===== config.mk =====
export PLATFORM = sky130hd
export DESIGN_NAME = pdec_addsub_top
export DESIGN_NICKNAME = d
export VERILOG_FILES = /design/src/rtl/pdec_pkg.sv /design/src/rtl/pdec_opbufs.sv /design/src/rtl/pdec_byte_alu.sv /design/src/rtl/pdec_ctrl.sv /design/src/rtl/pdec_addsub_top.sv
export SDC_FILE = /design/constraint.sdc
export NUM_CORES = 1
export LEC_CHECK = 0
export BUFFER_PORTS_ARGS = -buffer_cell sky130_fd_sc_hd__buf_2
export CAP_MARGIN = 20
export CORE_ASPECT_RATIO = 0.75
export CORE_MARGIN = 2
export CORE_UTILIZATION = 41
export CTS_CLUSTER_SIZE = 30
export DETAILED_ROUTE_END_ITERATION = 6
export HOLD_SLACK_MARGIN = 0.08
export PLACE_DENSITY = 0.55
export SYNTH_ARGS = -nofsm -noshare
export SYNTH_HDL_FRONTEND = slang
export SYNTH_HIERARCHICAL = 1
export SYNTH_SLANG_ARGS = --single-unit

===== constraint.sdc =====
create_clock -name clk -period 16.3 [get_ports clk]
set_clock_uncertainty 0.2 [all_clocks]
set_input_delay 0.815 -clock clk [delete_from_list [all_inputs] [get_ports clk]]
set_output_delay 0.815 -clock clk [all_outputs]
set_load 0.05 [all_outputs]

===== src/rtl/pdec_pkg.sv =====
package pdec_pkg;

  typedef enum logic [2:0] {
    ST_IDLE,
    ST_CHECK,
    ST_SUM,
    ST_RECOMP,
    ST_SIGN
  } eng_state_t;

  localparam logic [3:0] SGN_PLUS  = 4'hC;
  localparam logic [3:0] SGN_MINUS = 4'hD;

  function automatic logic nib_is_digit(input logic [3:0] n);
    return n <= 4'd9;
  endfunction

  function automatic logic code_is_minus(input logic [3:0] n);
    return (n == 4'hB) || (n == 4'hD);
  endfunction

  // lowest byte: high nibble digit, low nibble sign code
  function automatic logic byte_valid(input logic [7:0] b, input logic lowest);
    if (lowest) return nib_is_digit(b[7:4]) && !nib_is_digit(b[3:0]);
    return nib_is_digit(b[7:4]) && nib_is_digit(b[3:0]);
  endfunction

  // one decimal digit step, result {carry_or_borrow, digit}
  function automatic logic [4:0] digit_step(input logic [3:0] a, input logic [3:0] b,
                                            input logic cin, input logic subtract);
    logic [4:0] t;
    logic [4:0] u;
    if (!subtract) begin
      t = {1'b0, a} + {1'b0, b} + {4'b0, cin};
      u = t - 5'd10;
      if (t > 5'd9) return {1'b1, u[3:0]};
      return {1'b0, t[3:0]};
    end
    t = {1'b0, a} - {1'b0, b} - {4'b0, cin};
    u = t + 5'd10;
    if (t[4]) return {1'b1, u[3:0]};
    return {1'b0, t[3:0]};
  endfunction

endpackage


===== src/rtl/pdec_opbufs.sv =====
module pdec_opbufs #(
  parameter int DEPTH = 16,
  parameter int AW    = 4
) (
  input  logic          clk,
  input  logic          rst_n,
  input  logic          ld_en,
  input  logic          ld_sel,
  input  logic [AW-1:0] ld_addr,
  input  logic [7:0]    ld_data,
  input  logic [AW-1:0] rd_addr,
  output logic [7:0]    rd_data,
  input  logic [AW-1:0] eng_idx,
  output logic [7:0]    a_byte,
  output logic [7:0]    b_byte,
  input  logic          wr_en,
  input  logic [7:0]    wr_byte,
  input  logic          sign_we,
  input  logic [3:0]    sign_code
);
  logic [7:0] buf_a [DEPTH];
  logic [7:0] buf_b [DEPTH];

  always_ff @(posedge clk) begin
    if (ld_en && !ld_sel) buf_a[ld_addr] <= ld_data;
    if (ld_en && ld_sel)  buf_b[ld_addr] <= ld_data;
    if (wr_en)            buf_a[eng_idx] <= wr_byte;
    if (sign_we)          buf_a[0][3:0]  <= sign_code;
  end

  assign rd_data = buf_a[rd_addr];
  assign a_byte  = buf_a[eng_idx];
  assign b_byte  = buf_b[eng_idx];


  sign_store_chk: assert property (@(posedge clk) disable iff (!rst_n)
    sign_we && !ld_en |=> (buf_a[0][3:0] == 4'hC) || (buf_a[0][3:0] == 4'hD));

endmodule


===== src/rtl/pdec_byte_alu.sv =====
module pdec_byte_alu
  import pdec_pkg::*;
(
  input  logic [7:0] x_byte,
  input  logic [7:0] y_byte,
  input  logic       lowest,
  input  logic       cin,
  input  logic       subtract,
  output logic [7:0] r_byte,
  output logic       cout,
  output logic       r_nonzero
);
  logic [4:0] lo_res;
  logic [4:0] hi_res;
  logic       mid_c;

  always_comb begin
    lo_res = digit_step(x_byte[3:0], y_byte[3:0], cin, subtract);
    mid_c  = lowest ? cin : lo_res[4];
    hi_res = digit_step(x_byte[7:4], y_byte[7:4], mid_c, subtract);
    r_byte[7:4] = hi_res[3:0];
    r_byte[3:0] = lowest ? x_byte[3:0] : lo_res[3:0];
    cout        = hi_res[4];
    r_nonzero   = (hi_res[3:0] != 4'd0) || (!lowest && (lo_res[3:0] != 4'd0));
  end

endmodule


===== src/rtl/pdec_ctrl.sv =====
module pdec_ctrl
  import pdec_pkg::*;
#(
  parameter int AW = 4
) (
  input  logic          clk,
  input  logic          rst_n,
  input  logic          start,
  input  logic [AW-1:0] len_a_m1,
  input  logic [AW-1:0] len_b_m1,
  input  logic          sub_req,
  input  logic          alt_code_mode,
  input  logic [7:0]    a_byte,
  input  logic [7:0]    b_byte,
  output logic [7:0]    alu_x,
  output logic [7:0]    alu_y,
  output logic          alu_lowest,
  output logic          alu_cin,
  output logic          alu_sub,
  input  logic [7:0]    alu_r,
  input  logic          alu_cout,
  input  logic          alu_nz,
  output logic [AW-1:0] eng_idx,
  output logic          wr_en,
  output logic [7:0]    wr_byte,
  output logic          sign_we,
  output logic [3:0]    sign_code,
  output logic          busy,
  output logic          done,
  output logic          data_exc,
  output logic          dec_ovf
);
  eng_state_t    st;
  logic [AW-1:0] idx, last_idx, lena_q, lenb_q;
  logic          sub_q, mode_q, neg_a, neg_b, flip;
  logic          carry, hi_nz, any_nz;

  // named internal events
  logic in_a, in_b, lowest, at_last, beyond, eff_sub, bad_byte, result_nz, neg_res;

  always_comb begin
    in_a      = idx <= lena_q;
    in_b      = idx <= lenb_q;
    lowest    = idx == '0;
    at_last   = idx == last_idx;
    beyond    = !in_a;
    eff_sub   = neg_a ^ neg_b ^ sub_q;
    bad_byte  = (in_a && !byte_valid(a_byte, lowest)) ||
                (in_b && !byte_valid(b_byte, lowest));
    result_nz = any_nz || (!eff_sub && carry);
    neg_res   = flip ? !neg_a : neg_a;
  end

  always_comb begin
    alu_lowest = lowest;
    alu_cin    = carry;
    if (st == ST_RECOMP) begin
      alu_x   = 8'h00;
      alu_y   = a_byte;
      alu_sub = 1'b1;
    end else begin
      alu_x   = in_a ? a_byte : 8'h00;
      alu_y   = in_b ? b_byte : 8'h00;
      alu_sub = eff_sub;
    end
  end

  assign eng_idx   = idx;
  assign wr_en     = (st == ST_SUM) || (st == ST_RECOMP);
  assign wr_byte   = alu_r;
  assign sign_we   = st == ST_SIGN;
  assign sign_code = (result_nz && neg_res) ? SGN_MINUS : SGN_PLUS;
  assign busy      = st != ST_IDLE;

  always_ff @(posedge clk) begin
    if (!rst_n) begin
      st       <= ST_IDLE;
      idx      <= '0;
      last_idx <= '0;
      lena_q   <= '0;
      lenb_q   <= '0;
      sub_q    <= 1'b0;
      mode_q   <= 1'b0;
      neg_a    <= 1'b0;
      neg_b    <= 1'b0;
      flip     <= 1'b0;
      carry    <= 1'b0;
      hi_nz    <= 1'b0;
      any_nz   <= 1'b0;
      done     <= 1'b0;
      data_exc <= 1'b0;
      dec_ovf  <= 1'b0;
    end else begin
      done <= 1'b0;
      unique case (st)
        ST_IDLE: if (start) begin
          lena_q   <= len_a_m1;
          lenb_q   <= len_b_m1;
          last_idx <= (len_a_m1 > len_b_m1) ? len_a_m1 : len_b_m1;
          sub_q    <= sub_req;
          mode_q   <= alt_code_mode;
          idx      <= '0;
          data_exc <= 1'b0;
          dec_ovf  <= 1'b0;
          st       <= ST_CHECK;
        end
        ST_CHECK: begin
          if (lowest) begin
            neg_a <= code_is_minus(a_byte[3:0]);
            neg_b <= code_is_minus(b_byte[3:0]);
          end
          if (bad_byte) begin
            data_exc <= 1'b1;
            done     <= 1'b1;
            st       <= ST_IDLE;
          end else if (at_last) begin
            idx    <= '0;
            carry  <= 1'b0;
            hi_nz  <= 1'b0;
            any_nz <= 1'b0;
            flip   <= 1'b0;
            st     <= ST_SUM;
          end else begin
            idx <= idx + 1'b1;
          end
        end
        ST_SUM, ST_RECOMP: begin
          carry  <= alu_cout;
          any_nz <= any_nz | alu_nz;
          hi_nz  <= hi_nz | (alu_nz & beyond);
          if (!at_last) begin
            idx <= idx + 1'b1;
          end else if ((st == ST_SUM) && eff_sub && alu_cout) begin
            idx    <= '0;
            carry  <= 1'b0;
            any_nz <= 1'b0;
            hi_nz  <= 1'b0;
            flip   <= 1'b1;
            st     <= ST_RECOMP;
          end else begin
            st <= ST_SIGN;
          end
        end
        ST_SIGN: begin
          dec_ovf <= hi_nz || (!eff_sub && carry);
          done    <= 1'b1;
          st      <= ST_IDLE;
        end
        default: st <= ST_IDLE;
      endcase
    end
  end


  done_pulse_chk: assert property (@(posedge clk) disable iff (!rst_n)
    done |=> !done);

  done_idle_chk: assert property (@(posedge clk) disable iff (!rst_n)
    done |-> !busy);

  exc_no_ovf_chk: assert property (@(posedge clk) disable iff (!rst_n)
    done && data_exc |-> !dec_ovf);

  sign_alt_mode_chk: assert property (@(posedge clk) disable iff (!rst_n)
    sign_we && mode_q |-> (sign_code == 4'hC) || (sign_code == 4'hD));

  sign_std_mode_chk: assert property (@(posedge clk) disable iff (!rst_n)
    sign_we && !mode_q |-> (sign_code == 4'hC) || (sign_code == 4'hD));

  sum_digit_chk: assert property (@(posedge clk) disable iff (!rst_n)
    wr_en |-> (alu_r[7:4] <= 4'd9) && (lowest || (alu_r[3:0] <= 4'd9)));

  ign_start_chk: assert property (@(posedge clk) disable iff (!rst_n)
    busy && start |=> $stable(lena_q) && $stable(lenb_q) && $stable(sub_q));

endmodule


===== src/rtl/pdec_addsub_top.sv =====
module pdec_addsub_top #(
  parameter int MAX_BYTES = 16,
  localparam int AW = $clog2(MAX_BYTES)
) (
  input  logic          clk,
  input  logic          rst_n,
  input  logic          ld_en,
  input  logic          ld_sel,
  input  logic [AW-1:0] ld_addr,
  input  logic [7:0]    ld_data,
  input  logic [AW-1:0] len_a_m1,
  input  logic [AW-1:0] len_b_m1,
  input  logic          sub_req,
  input  logic          alt_code_mode,
  input  logic          start,
  input  logic [AW-1:0] rd_addr,
  output logic [7:0]    rd_data,
  output logic          busy,
  output logic          done,
  output logic          data_exc,
  output logic          dec_ovf
);
  logic [AW-1:0] eng_idx;
  logic [7:0]    a_byte, b_byte, alu_x, alu_y, alu_r, wr_byte;
  logic          alu_lowest, alu_cin, alu_sub, alu_cout, alu_nz;
  logic          wr_en, sign_we;
  logic [3:0]    sign_code;

  pdec_opbufs #(.DEPTH(MAX_BYTES), .AW(AW)) u_bufs (
    .clk(clk), .rst_n(rst_n),
    .ld_en(ld_en), .ld_sel(ld_sel), .ld_addr(ld_addr), .ld_data(ld_data),
    .rd_addr(rd_addr), .rd_data(rd_data),
    .eng_idx(eng_idx), .a_byte(a_byte), .b_byte(b_byte),
    .wr_en(wr_en), .wr_byte(wr_byte),
    .sign_we(sign_we), .sign_code(sign_code)
  );

  pdec_byte_alu u_alu (
    .x_byte(alu_x), .y_byte(alu_y), .lowest(alu_lowest),
    .cin(alu_cin), .subtract(alu_sub),
    .r_byte(alu_r), .cout(alu_cout), .r_nonzero(alu_nz)
  );

  pdec_ctrl #(.AW(AW)) u_ctrl (
    .clk(clk), .rst_n(rst_n), .start(start),
    .len_a_m1(len_a_m1), .len_b_m1(len_b_m1),
    .sub_req(sub_req), .alt_code_mode(alt_code_mode),
    .a_byte(a_byte), .b_byte(b_byte),
    .alu_x(alu_x), .alu_y(alu_y), .alu_lowest(alu_lowest),
    .alu_cin(alu_cin), .alu_sub(alu_sub),
    .alu_r(alu_r), .alu_cout(alu_cout), .alu_nz(alu_nz),
    .eng_idx(eng_idx), .wr_en(wr_en), .wr_byte(wr_byte),
    .sign_we(sign_we), .sign_code(sign_code),
    .busy(busy), .done(done), .data_exc(data_exc), .dec_ovf(dec_ovf)
  );

endmodule


==> qor.txt <==
Outcome - finished clean
Worst reg-to-reg path cell count - 29
Dpl hpwl - 27,110 µm
Setup crit end kind - flip-flop
Compound-gate portion of the synthesized area - 7.509%
Worst skew pair latency - 0.58 ns
H-tree levels - 1
LEAKAGE - 5.735 nW
Crit path max-delay family - compound AO/OA/AOI/OAI gates
CP Class - flip-flop to flip-flop
Avg Vias per Cell - 5.882
Total Nets Final - 1,184
Die area - 39,840 µm²
CTS Buf Count - 30
Area leader, netlist - edfxtp_1
Largest net degree at the start of global routing - 42
Worst r2r src - u_ctrl/eng_idx[0]
Vias in the first global route - 9,575
Via count - 9,629
Register-to-register setup slack - 7.76 ns
Die H - 173.4 µm
Top FF cell, synth - edfxtp_1
Hold Path Origin - u_ctrl/lena_q[0]
Antenna Cells - 0
Setup Fix Bufs, Post-CTS - 0
Fill count - 3,339
Simple-gate share of the synthesized area - 7.206%
DR WL/cell - 25.29 µm
Setup violators final - 0
Antenna Nets Post-Route - 0
Final wirelength - 41,400 µm
Max_cap viols - 0
Post-Syn Instances - 1,102
Worst slew pin tran - 1.163 ns
Initial Utilization - 41.92%
CP dominant cell by count - fa_1
Gates resized, CTS repair - 0
Minimum clock period - 8.541 ns
Routability Congestion - 0.8336
Die Wd - 229.8 µm
Relative slew slack - 22.46%
Req. time, crit path - 16.55 ns
Setup_tns - 0 ns
Post-synth ARST share - 0%
Synth Cell Area - 15,680 µm²
Top-count cell post-synth - edfxtp_1
Area of the multi-input gates - 6862 µm²
CTS clk-pin slew, worst paths - 0.06 ns
Crit path max fanout - 32
Max rail drop VDD - 145.0 µV
Core area - 37,400 µm²
Mux cell area share after synthesis - 23.55%
Post-synth EDFFs - 256
RSZ-0062 raised after global routing - no
Power density over the cells - 170.7 nW/µm²
Clock root buffer - clkbuf_16
Layout Area Growth over Synthesis - 10.18%
Synth Area in XOR/XNOR - 1.556%
Hold crit path type - flip-flop to flip-flop
Share of layout cells above drive strength 1 - 31.77%
DRT Pass-1 Iters - 5
DRT iter0 DRCs - 882
Maximum clock frequency - 117.1 MHz
Largest stage delay, worst path - 0.65 ns
Register area share after synthesis - 52.73%
Hold Fails Final Rpt - 0
Post-synth top cells - 256 x edfxtp_1, 119 x mux2_2, 96 x mux4_2
Worst Hold Path EP - u_ctrl/lena_q[0]
R2R Path End - u_ctrl/any_nz
Max clock buf depth - 3
Worst Path Arrival - 8.79 ns
GRT Total Usage - 20.71%
Register bit count reported by yosys - 285
Total power - 0.002948 W
Netlist cell types - 72
Clock sink count - 285
Adder-cell share of the synthesized area - 3.815%
Synth area leaders - edfxtp_1 49%, mux4_2 14%, mux2_2 8.5%, dfxtp_1 3.7%, ha_1 2.8%
Fin crit share - 52.40%
Top-area cell type share of the netlist area - 49.03%
Main combinational cell family by area after synthesis - multiplexers
Worst path bufs/invs - 4
Io pins - 43
Sequential Area - 8275 µm²
Worst setup SP type - flip-flop
Antenna violations before repair - 2
Number of remaining DRC errors - 0
Grt ovf - 0
Fin. max-slew vios - 0
First-pass GRT wire length - 62,090 µm
Syn_area_per_cell - 14.23 µm²
Port Buffers - 41
Critical path's slowest cell - dfxtp_4
# hold bufs at CTS - 0
CTS tree - done
Core Rows - 61
Min-Delay Path Depth - 2
Synth warn - 6
sequential cells by signal, summed over array words and instances, names as in the netlist, 3 cells and up:
signal / count
u_ctrl/eng_idx: 4
u_ctrl/last_idx: 4
u_ctrl/st: 3
u_ctrl/lenb_q: 4
u_bufs/buf_b: 128
u_ctrl/lena_q: 4
u_bufs/buf_a: 128
logic make-up (layout without fill, tap and decap cells):
logic type                 count (synthesis)  after routing
xor gates and xnor gates                  27             27
AOI/OAI and AO/OA                        171            171
and+or+nand+nor                          218            218
buffers and inverters                    126            156
other                                      2              3
muxes                                    230            230
adders and majority gates                 43             43
DFF                                      285            285
final cells by class:
| class | instances | share of cell area (%) |
|---|---|---|
| flip-flops and latches | 285 | 47.90 |
| multi-input cells | 692 | 39.72 |
| clock buffers | 31 | 4.367 |
| well taps | 504 | 3.650 |
| repair buffers | 57 | 1.883 |
| clock inverters | 24 | 1.521 |
| inverters | 44 | 0.9560 |
metal layers:
layer / part of all wire (%) / track usage [%]
met3: 6.0 / 3.651
met4: 1.6 / 3.683
met2: 45 / 31.66
met1: 48 / 31.26
met5: 0.017 / 0
how the worst max path moves through the flow:
stage                 startpoint                end  cells after the start
3_5_place_dp   u_ctrl/eng_idx[0]      u_ctrl/any_nz                     29
4_1_cts        u_ctrl/eng_idx[0]      u_ctrl/any_nz                     29
3_3_place_gp   u_ctrl/eng_idx[0]  u_ctrl/eng_idx[1]                     30
2_1_floorplan  u_ctrl/eng_idx[0]  u_ctrl/eng_idx[1]                     32
6_report       u_ctrl/eng_idx[0]      u_ctrl/any_nz                     29
5_1_grt        u_ctrl/eng_idx[0]  u_ctrl/eng_idx[1]                     30
cell usage in the layout, fill, tap and decap left out, types with 4 or more instances in the layout:
master / synthesis / layout
nand3b_1: 5 / 5
ha_1: 35 / 35
a21oi_1: 28 / 28
nor2_2: 10 / 10
nand3_1: 12 / 12
nor2_1: 38 / 38
mux2_4: 8 / 8
inv_1: 43 / 43
a211oi_1: 6 / 5
fa_1: 8 / 8
mux2i_1: 7 / 7
o21ai_0: 30 / 24
nor3_1: 7 / 7
mux4_2: 96 / 96
buf_2: 17 / 41
xnor2_1: 17 / 17
clkbuf_16: 0 / 30
or3_1: 7 / 7
or2_2: 5 / 5
a31oi_1: 8 / 8
nor2b_1: 13 / 13
a22o_1: 9 / 9
nand2b_1: 16 / 16
clkinv_1: 1 / 8
nand2_1: 71 / 71
bufinv_16: 0 / 5
a21o_1: 4 / 4
clkinv_2: 0 / 6
a22oi_1: 48 / 48
xor2_1: 9 / 9
mux2_2: 119 / 119
edfxtp_1: 256 / 256
buf_4: 12 / 16
o21ai_1: 3 / 8
and2_1: 17 / 17
dfxtp_1: 29 / 27
o22ai_1: 11 / 11
where the power goes:
| group | internal, W | switching, W |
|---|---|---|
| registers | 0.000820 | 0.0000289 |
| logic | 0.000504 | 0.000884 |
| clock network | 0.000416 | 0.000297 |
| total | 0.00174 | 0.00121 |
stage by stage:
| step | area [µm²] | instances | hold slack, ns | worst slack, ns | util, % |
|---|---|---|---|---|---|
| finish | 17280 | 1637 | 0.2601 | 7.759 | 46.19 |
| global route | 17280 | 1637 | 0.2825 | 7.157 | 46.19 |
| global placement | 16240 | 1579 | 0.2503 | 7.798 | 43.41 |
| floorplan | 15680 | 1103 | 0.2344 | 9.291 | - |
| detailed placement | 16240 | 1579 | 0.2537 | 7.728 | 43.41 |
| CTS | 17250 | 1634 | 0.2628 | 7.695 | 46.13 |
worst register-to-register path: cells and delay by family, from the launching register on:
| family | cells | cell delay (ns) |
|---|---|---|
| multiplexers | 1 | 0.62 |
| AND/OR/NAND/NOR | 7 | 1.14 |
| XOR/XNOR | 1 | 0.17 |
| AO/OA/AOI/OAI | 10 | 2.67 |
| flip-flops | 1 | 0.65 |
| adder cells (fa/ha/maj) | 6 | 1.94 |
| buffers and inverters | 4 | 1.04 |
No activity file was read; power rests on OpenSTA's default activity.
